## src/rtl/adc_rd_pkg.sv

```systemverilog
package adc_rd_pkg;

    localparam int FRAME_BITS = 24;
    localparam int DATA_BITS  = 21;

    typedef enum logic [1:0] {
        ST_IDLE,
        ST_SETTLE,
        ST_GAP,
        ST_SHIFT
    } rd_state_e;

    typedef struct packed {
        logic [DATA_BITS-1:0] value;
        logic                 ovr;
        logic                 unr;
        logic                 ferr;
    } decode_t;

endpackage

```

## src/rtl/adc_tick_gen.sv

```systemverilog
module adc_tick_gen #(
    parameter int HALF_DIV = 4
) (
    input  logic clk,
    input  logic rst_n,
    input  logic en,
    output logic tick
);
    localparam int CW = $clog2(HALF_DIV + 1);

    logic [CW-1:0] cnt_d, cnt_q;
    logic          wrap;

    always_comb begin
        wrap  = (cnt_q == CW'(HALF_DIV - 1));
        cnt_d = cnt_q;
        if (!en)
            cnt_d = '0;
        else if (wrap)
            cnt_d = '0;
        else
            cnt_d = cnt_q + 1'b1;
        tick = en && wrap;
    end

    always_ff @(posedge clk or negedge rst_n) begin
        if (!rst_n)
            cnt_q <= '0;
        else
            cnt_q <= cnt_d;
    end

endmodule

```

## src/rtl/adc_frame_decode.sv

```systemverilog
module adc_frame_decode
    import adc_rd_pkg::*;
(
    input  logic [FRAME_BITS-1:0] frame,
    output decode_t               dec
);
    localparam int SIGN_POS  = DATA_BITS;
    localparam int MSB_POS   = DATA_BITS - 1;
    localparam int DUMMY_POS = DATA_BITS + 1;

    logic sign_bit, msb_bit;

    always_comb begin
        sign_bit = frame[SIGN_POS];
        msb_bit  = frame[MSB_POS];
        dec.ovr  = sign_bit && msb_bit;
        dec.unr  = !sign_bit && !msb_bit;
        dec.ferr = frame[DUMMY_POS];
        if (dec.ovr)
            dec.value = {1'b0, {(DATA_BITS-1){1'b1}}};
        else if (dec.unr)
            dec.value = {1'b1, {(DATA_BITS-1){1'b0}}};
        else
            dec.value = frame[DATA_BITS-1:0];
    end

endmodule

```

## src/rtl/adc_frame_reader.sv

```systemverilog
module adc_frame_reader
    import adc_rd_pkg::*;
#(
    parameter int HALF_DIV = 4,
    parameter int TMO_CYC  = 2000
) (
    input  logic                 clk,
    input  logic                 rst_n,
    input  logic                 start,
    input  logic                 irq_mode,
    input  logic                 miso,
    output logic                 cs_n,
    output logic                 sclk,
    output logic                 valid,
    output logic [DATA_BITS-1:0] result,
    output logic                 ovr,
    output logic                 unr,
    output logic                 frame_err,
    output logic                 timeout
);
    localparam int TW  = $clog2(TMO_CYC + 1);
    localparam int NBW = $clog2(FRAME_BITS + 1);

    typedef struct packed {
        rd_state_e             st;
        logic                  cs_n;
        logic                  sclk;
        logic                  settled;
        logic [NBW-1:0]        nbits;
        logic [FRAME_BITS-1:0] sh;
        logic [TW-1:0]         tmo;
        logic                  valid;
        logic                  tmo_err;
        decode_t               out;
    } regs_t;

    regs_t   d, q;
    logic    tick;
    decode_t dec;

    adc_tick_gen #(.HALF_DIV(HALF_DIV)) u_tick (
        .clk  (clk),
        .rst_n(rst_n),
        .en   (q.st != ST_IDLE),
        .tick (tick)
    );

    adc_frame_decode u_dec (
        .frame(q.sh),
        .dec  (dec)
    );

    always_comb begin
        d         = q;
        d.valid   = 1'b0;
        d.tmo_err = 1'b0;
        case (q.st)
            ST_IDLE: begin
                if (start) begin
                    d.st      = ST_SETTLE;
                    d.cs_n    = 1'b0;
                    d.settled = 1'b0;
                    d.tmo     = '0;
                    d.nbits   = '0;
                end
            end
            ST_SETTLE: begin
                d.tmo = q.tmo + 1'b1;
                if (tick) begin
                    if (!q.settled) begin
                        d.settled = 1'b1;
                    end else if (!miso) begin
                        d.st    = ST_SHIFT;
                        d.sclk  = 1'b1;
                        d.sh    = {q.sh[FRAME_BITS-2:0], miso};
                        d.nbits = NBW'(1);
                    end else if (!irq_mode) begin
                        d.st      = ST_GAP;
                        d.cs_n    = 1'b1;
                        d.settled = 1'b0;
                    end
                end
            end
            ST_GAP: begin
                d.tmo = q.tmo + 1'b1;
                if (tick) begin
                    if (!q.settled) begin
                        d.settled = 1'b1;
                    end else begin
                        d.st      = ST_SETTLE;
                        d.cs_n    = 1'b0;
                        d.settled = 1'b0;
                    end
                end
            end
            ST_SHIFT: begin
                if (tick) begin
                    if (q.sclk) begin
                        d.sclk = 1'b0;
                        if (q.nbits == NBW'(FRAME_BITS)) begin
                            d.st    = ST_IDLE;
                            d.cs_n  = 1'b1;
                            d.valid = 1'b1;
                            d.out   = dec;
                        end
                    end else begin
                        d.sclk  = 1'b1;
                        d.sh    = {q.sh[FRAME_BITS-2:0], miso};
                        d.nbits = q.nbits + 1'b1;
                    end
                end
            end
            default: d.st = ST_IDLE;
        endcase

        if ((q.st == ST_SETTLE || q.st == ST_GAP) &&
            q.tmo == TW'(TMO_CYC - 1) && d.st != ST_SHIFT) begin
            d.st      = ST_IDLE;
            d.cs_n    = 1'b1;
            d.sclk    = 1'b0;
            d.tmo_err = 1'b1;
        end
    end

    always_ff @(posedge clk or negedge rst_n) begin
        if (!rst_n) begin
            q         <= '0;
            q.st      <= ST_IDLE;
            q.cs_n    <= 1'b1;
        end else begin
            q <= d;
        end
    end

    assign cs_n      = q.cs_n;
    assign sclk      = q.sclk;
    assign valid     = q.valid;
    assign result    = q.out.value;
    assign ovr       = q.out.ovr;
    assign unr       = q.out.unr;
    assign frame_err = q.out.ferr;
    assign timeout   = q.tmo_err;

    AST_SCLK_IDLE_LOW: assert property (@(posedge clk) disable iff (!rst_n)
        cs_n |-> !sclk);
    AST_RISE_NEEDS_SELECT: assert property (@(posedge clk) disable iff (!rst_n)
        $rose(sclk) |-> (!cs_n && !$past(cs_n)));
    AST_VALID_PULSE: assert property (@(posedge clk) disable iff (!rst_n)
        valid |=> !valid);
    AST_OVR_CLAMP: assert property (@(posedge clk) disable iff (!rst_n)
        (valid && ovr) |-> (result == {1'b0, {(DATA_BITS-1){1'b1}}} && !unr));
    AST_UNR_CLAMP: assert property (@(posedge clk) disable iff (!rst_n)
        (valid && unr) |-> (result == {1'b1, {(DATA_BITS-1){1'b0}}} && !ovr));
    AST_TMO_RELEASE: assert property (@(posedge clk) disable iff (!rst_n)
        timeout |-> (!valid && cs_n && !sclk));
    AST_VALID_RELEASE: assert property (@(posedge clk) disable iff (!rst_n)
        valid |-> (cs_n && !sclk));

endmodule

```

## config.mk

```make
export PLATFORM = sky130hd
export DESIGN_NAME = adc_frame_reader
export DESIGN_NICKNAME = d
export VERILOG_FILES = /design/src/rtl/adc_rd_pkg.sv /design/src/rtl/adc_tick_gen.sv /design/src/rtl/adc_frame_decode.sv /design/src/rtl/adc_frame_reader.sv
export SDC_FILE = /design/constraint.sdc
export NUM_CORES = 1
export LEC_CHECK = 0
export ABC_CLOCK_PERIOD_IN_PS = 5300
export BUFFER_PORTS_ARGS = -buffer_cell sky130_fd_sc_hd__buf_2
export CELL_PAD_IN_SITES_DETAIL_PLACEMENT = 0
export CELL_PAD_IN_SITES_GLOBAL_PLACEMENT = 1
export CORE_MARGIN = 8
export CORE_UTILIZATION = 49
export DETAILED_ROUTE_END_ITERATION = 8
export MAX_ROUTING_LAYER = met4
export PLACE_DENSITY = 0.86
export SYNTH_ARGS = -nofsm -noshare
export SYNTH_HDL_FRONTEND = slang
export SYNTH_SLANG_ARGS = --single-unit
```

## constraint.sdc

```tcl
create_clock -name clk -period 5.3 [get_ports clk]
set_clock_uncertainty 0.2 [all_clocks]
set_input_delay 0.265 -clock clk [delete_from_list [all_inputs] [get_ports clk]]
set_output_delay 0.265 -clock clk [all_outputs]
set_load 0.01 [all_outputs]
```

# Yosys cells after proc, flatten, opt, wreduce, memory -nomap -nowiden
# Index checks and enable logic that the tools add are counted.
word_totals:
  register_bits: 73
  in_bits: 5
  out_inout_bits: 28
  elab_cells: 105
op_classes:
  n_addsub: 3
  eq_ne: 25
  muxes: 40
  n_reduce_logical: 23
op_table:
  columns: ["operator", "count"]
  rows:
  - ["two-way mux 29 bit", 4]
  - ["one-hot mux 23 bit (2 select lines)", 1]
  - ["two-way mux 21 bit", 2]
  - ["two-way mux 34 bit", 1]
  - ["two-way mux 3 bit", 8]
  - ["one-hot mux 11 bit (2 select lines)", 1]
  - ["!= test 3 x 2 -> 1 bit (second input constant)", 7]
  - ["!= test 2 bit (second input constant)", 8]
  - ["one-hot mux 5 bit (3 select lines)", 1]
  - ["two-way mux 1 bit", 13]
  - ["two-way mux 4 bit", 3]
  - ["!= test 3 bit (second input constant)", 4]
  - ["one-hot mux 3 bit (4 select lines)", 1]
  - ["adder 11 x 1 -> 11 bit (second input constant)", 1]
  - ["equality test 11 bit (second input constant)", 1]
  - ["two-way mux 11 bit", 1]
  - ["AND reduction 10 bit", 1]
  - ["nonzero test 3 bit", 3]
  - ["AND reduction 4 bit", 2]
  - ["AND reduction 7 bit", 1]
  - ["two-way mux 6 bit", 1]
  - ["AND reduction 6 bit", 1]
  - ["nonzero test 2 bit", 3]
  - ["adder 5 x 1 -> 5 bit (second input constant)", 1]
  - ["15 further kinds", 21]

# Depth between registers and ports, before layout
depth:
  ltp_word: 9
  ltp_mapped: 9
  ltp_nobuf: 7

# Modules after synthesis
# Synthesis repeated with hierarchy kept, for this count alone.
hier_totals:
  hier_cells: 379
  hier_area_um2: 3824.9
modules_own_cells:
  columns: ["mod", "instances", "cells_per_inst", "area_each_um2", "seq_area_each_um2"]
  rows:
  - ["adc_frame_reader", 1, 340, 3400.8, 1778.0]
  - ["adc_frame_decode", 1, 28, 289.0, 0.0]
  - ["adc_tick_gen", 1, 11, 135.1, 75.1]

# Worst setup path after synthesis
# OpenSTA, ideal clock, no wires.
synth_timing:
  kind: "reg-to-reg"
  from: "register q[69] in the netlist's numbering"
  to: "register q (netlist bit frame_err)"
  setup_ps: 125
  arrival_ps: 2125
  required_ps: 4975
  setup_slack_ps: 2850
  path_stages_with_launch: 8
  path_buffers: 2
  synth_period_minus_slack_ps: 2450
  cell_sequence: "dfrtp_1 > inv_1 > ha_1 > or3b_1 > buf_6 > or4_4 > buf_6 > mux2_4"
synth_via:
  elab_chain_cells: 3
  elab_cells_between_ends: 4
  cone_classes: "eq/ne: 1; reduce/logical: 3"
synth_rtl:
  columns: ["element", "line_no", "text"]
  rows:
  - ["start, declared", "adc_frame_reader.sv:37", "regs_t d, q;"]
  - ["nonzero test 2 bit", "adc_frame_reader.sv:44", ".en (q.st != ST_IDLE),"]
  - ["logical AND 1 bit", "adc_tick_gen.sv:23", "tick = en && wrap;"]
  - ["AND reduction 4 bit (no line) (*)", null, null]
# Mark *: on every way between the ends. The rest lies on a longest branch, timed or not.
# A chain may end at the register's enable or synchronous reset.

# Worst setup path in the final report
# Same ends and word-level chain as after synthesis.

==> qor.csv <==
metric;value;unit
drt-initial-drc-count;95;
power;1.24;mW
worst_slack;2.37;ns
final_hold_viol_count;0;
overflow;0;
die_y;102;um
grt_pass1_wl;11800;um
power_density;320;nW/um2
grt_max_degree;74;
core_area;7250;um2
synthArstFlopShare;1.00;
synth_edf_count;0;
slew_headroom;0.400;
fin_area;3880;um2
root_buffer;clkbuf_8;
drive_gt1_frac;0.137;
place_hpwl;4790;um
synth-seq-area-share;0.501;
crit_type;flop to flop;
crit_fanout;48;
cts_tree;built;
cts_buffers;9;
met1_usage;0.192;
stdcell_count;508;
final_nets;418;
finalCritPeriodShare;0.552;
synth_nets;416;
clk_path_buf_depth;2;
pre_cts_slack;2.40;ns
gp_congestion;0.859;
vias;2707;
fmax;342;MHz
whs;0.0322;ns
use_met2;0.215;
grt_use_met3;0.0313;
rows;31;
post-route-min-period;2.93;ns
largest_reg_flops;42;
antenna_cells;0;
clock-sinks;73;
worstSetupStartpointType;flop;
placed_cells;491;
area_growth;6.34;%
insertion_delay;0.35;ns
outcome;completed;
n_fill_cell;722;
yosys_warnings;0;
cp-end-kind;flop;
timing.setup.tns;0;ns
cts_setup_buffers;0;
drv_cap;0;
synthFlopType;dfrtp_1;
fp.dieW;102;um
largest-register;q;
wl_per_cell;13.9;um
design.portCount;33;
critPathRequiredTime;5.33;ns
drc_errors;0;
hp-class;primary input to flop;
place_area;3680;um2
ys_seq_elements;73;
first_global_vias;2481;
busiest_layer;met2;
grt_usage;0.148;
utilization;0.535;
drt_first_pass_iters;4;
ant_nets;0;
setup_violations;0;
syn_area;3650;um2
cellLeakagePower;1.73;nW
antenna_found_initial;0;
io_buffers;32;
syn_area_per_cell;9.09;um2
htree_num_levels;3;
drt-total-wl;7090;um
slew_violations;0;
die-area;10500;um2
tightest_slew;0.899;ns
clk_pin_slew;0.08;ns
rsz0062_at_grt;false;
vdd.ir_drop.worst;0.198;mV
vias_per_cell;5.33;
worstPathArrival;2.96;ns
start_util;0.504;
synth.distinct_cells;47;
syn_inst;402;
## worst paths after layout
kind / depth (start not counted) / slack (ns) / startpoint / endpoint
max: 5 / 2.37 / q[69] / frame_err
min: 3 / 0.03 / miso / q[37]
max reg2reg: 5 / 2.37 / q[69] / frame_err
min reg2reg: 1 / 0.25 / u_tick.cnt_q[0] / u_tick.cnt_q[0]
max in group asynchronous: 3 / 3.86 / rst_n / q[59]
min in group asynchronous: 3 / 0.47 / rst_n / valid
## synthesized netlist by cell type, types with 3 or more instances
cell / count / area (um2)
nand2_1: 90 / 338
nand3_1: 6 / 30.0
a41oi_1: 3 / 26.3
buf_6: 3 / 33.8
nand4_1: 6 / 37.5
buf_4: 22 / 165
a21oi_1: 13 / 65.1
o31ai_1: 12 / 90.1
and2_1: 5 / 31.3
ha_1: 9 / 113
a21o_1: 5 / 37.5
and3_1: 3 / 18.8
nor2_1: 11 / 41.3
nand2b_1: 3 / 18.8
nor3b_1: 3 / 22.5
clkbuf_1: 17 / 63.8
dfrtp_1: 72 / 1800
o21ai_1: 17 / 85.1
o21ai_0: 58 / 290
nor2b_1: 4 / 25.0
inv_1: 8 / 30.0
## critical path: stages (launching register included)
cell and delay, ns:
dfrtp_1 0.42, inv_1 0.12, ha_1 0.35, or3b_1 0.54, or4_4 0.80, mux2_4 0.37
## kinds of logic (layout without fill, tap and decap cells)
| logic type | after synthesis | count (layout) | share of synthesized area |
|---|---|---|---|
| xor+xnor | 3 | 3 | 0.00720 |
| fa+ha+maj | 9 | 9 | 0.0308 |
| simple gates | 141 | 141 | 0.176 |
| compound gates | 119 | 119 | 0.188 |
| flops | 73 | 73 | 0.501 |
| mux | 4 | 4 | 0.0137 |
| buf+inv | 53 | 60 | 0.0836 |
## cell usage in the layout (no fill, tap or decap), types with 2 or more instances in the layout
| cell | synthesis | layout |
|---|---|---|
| a41oi_1 | 3 | 3 |
| clkbuf_8 | 0 | 9 |
| clkinv_2 | 0 | 3 |
| o21ai_1 | 17 | 17 |
| nand4_1 | 6 | 6 |
| and3_1 | 3 | 3 |
| a31oi_1 | 2 | 2 |
| buf_2 | 1 | 32 |
| o21ai_0 | 58 | 58 |
| nor2_1 | 11 | 11 |
| inv_1 | 8 | 8 |
| nand2b_1 | 3 | 3 |
| a21o_1 | 5 | 5 |
| dfrtp_1 | 72 | 72 |
| buf_4 | 22 | 2 |
| a221o_1 | 2 | 2 |
| nand2_1 | 90 | 90 |
| nand3_1 | 6 | 6 |
| and2_1 | 5 | 5 |
| mux2_4 | 2 | 2 |
| a21oi_1 | 13 | 13 |
| o31ai_1 | 12 | 12 |
| mux2i_1 | 2 | 2 |
| ha_1 | 9 | 9 |
| nor3b_1 | 3 | 3 |
| nor2b_1 | 4 | 4 |
| nor4_1 | 2 | 2 |
| xor2_1 | 2 | 2 |
## area by class of cell
cell class / count / area (um2) / area share
sequential: 73 / 1830 / 0.471
multi-input combinational: 276 / 1520 / 0.391
timing repair buffer: 35 / 185 / 0.0477
clock buffer: 9 / 124 / 0.0319
tap: 99 / 124 / 0.0319
clock inverter: 7 / 70.1 / 0.0180
inverter: 9 / 33.8 / 0.00870
## per-layer routing
| metal | part of all wire | wire (um) |
|---|---|---|
| met1 | 0.48 | 3420 |
| met2 | 0.45 | 3200 |
| met3 | 0.050 | 352 |
| met4 | 0.017 | 123 |
| met5 | 0 | 0 |
## power by group
group,switching [mW],internal (mW),total [mW]
Clock,0.217,0.217,0.434
Sequential,0.0240,0.579,0.603
Combinational,0.134,0.0729,0.207
## repair_timing
item	CTS	global route
gates resized for setup	0	0
hold buffers	1	0
endpoints found under the hold margin	72	0
No activity file was read; power rests on OpenSTA's default activity.
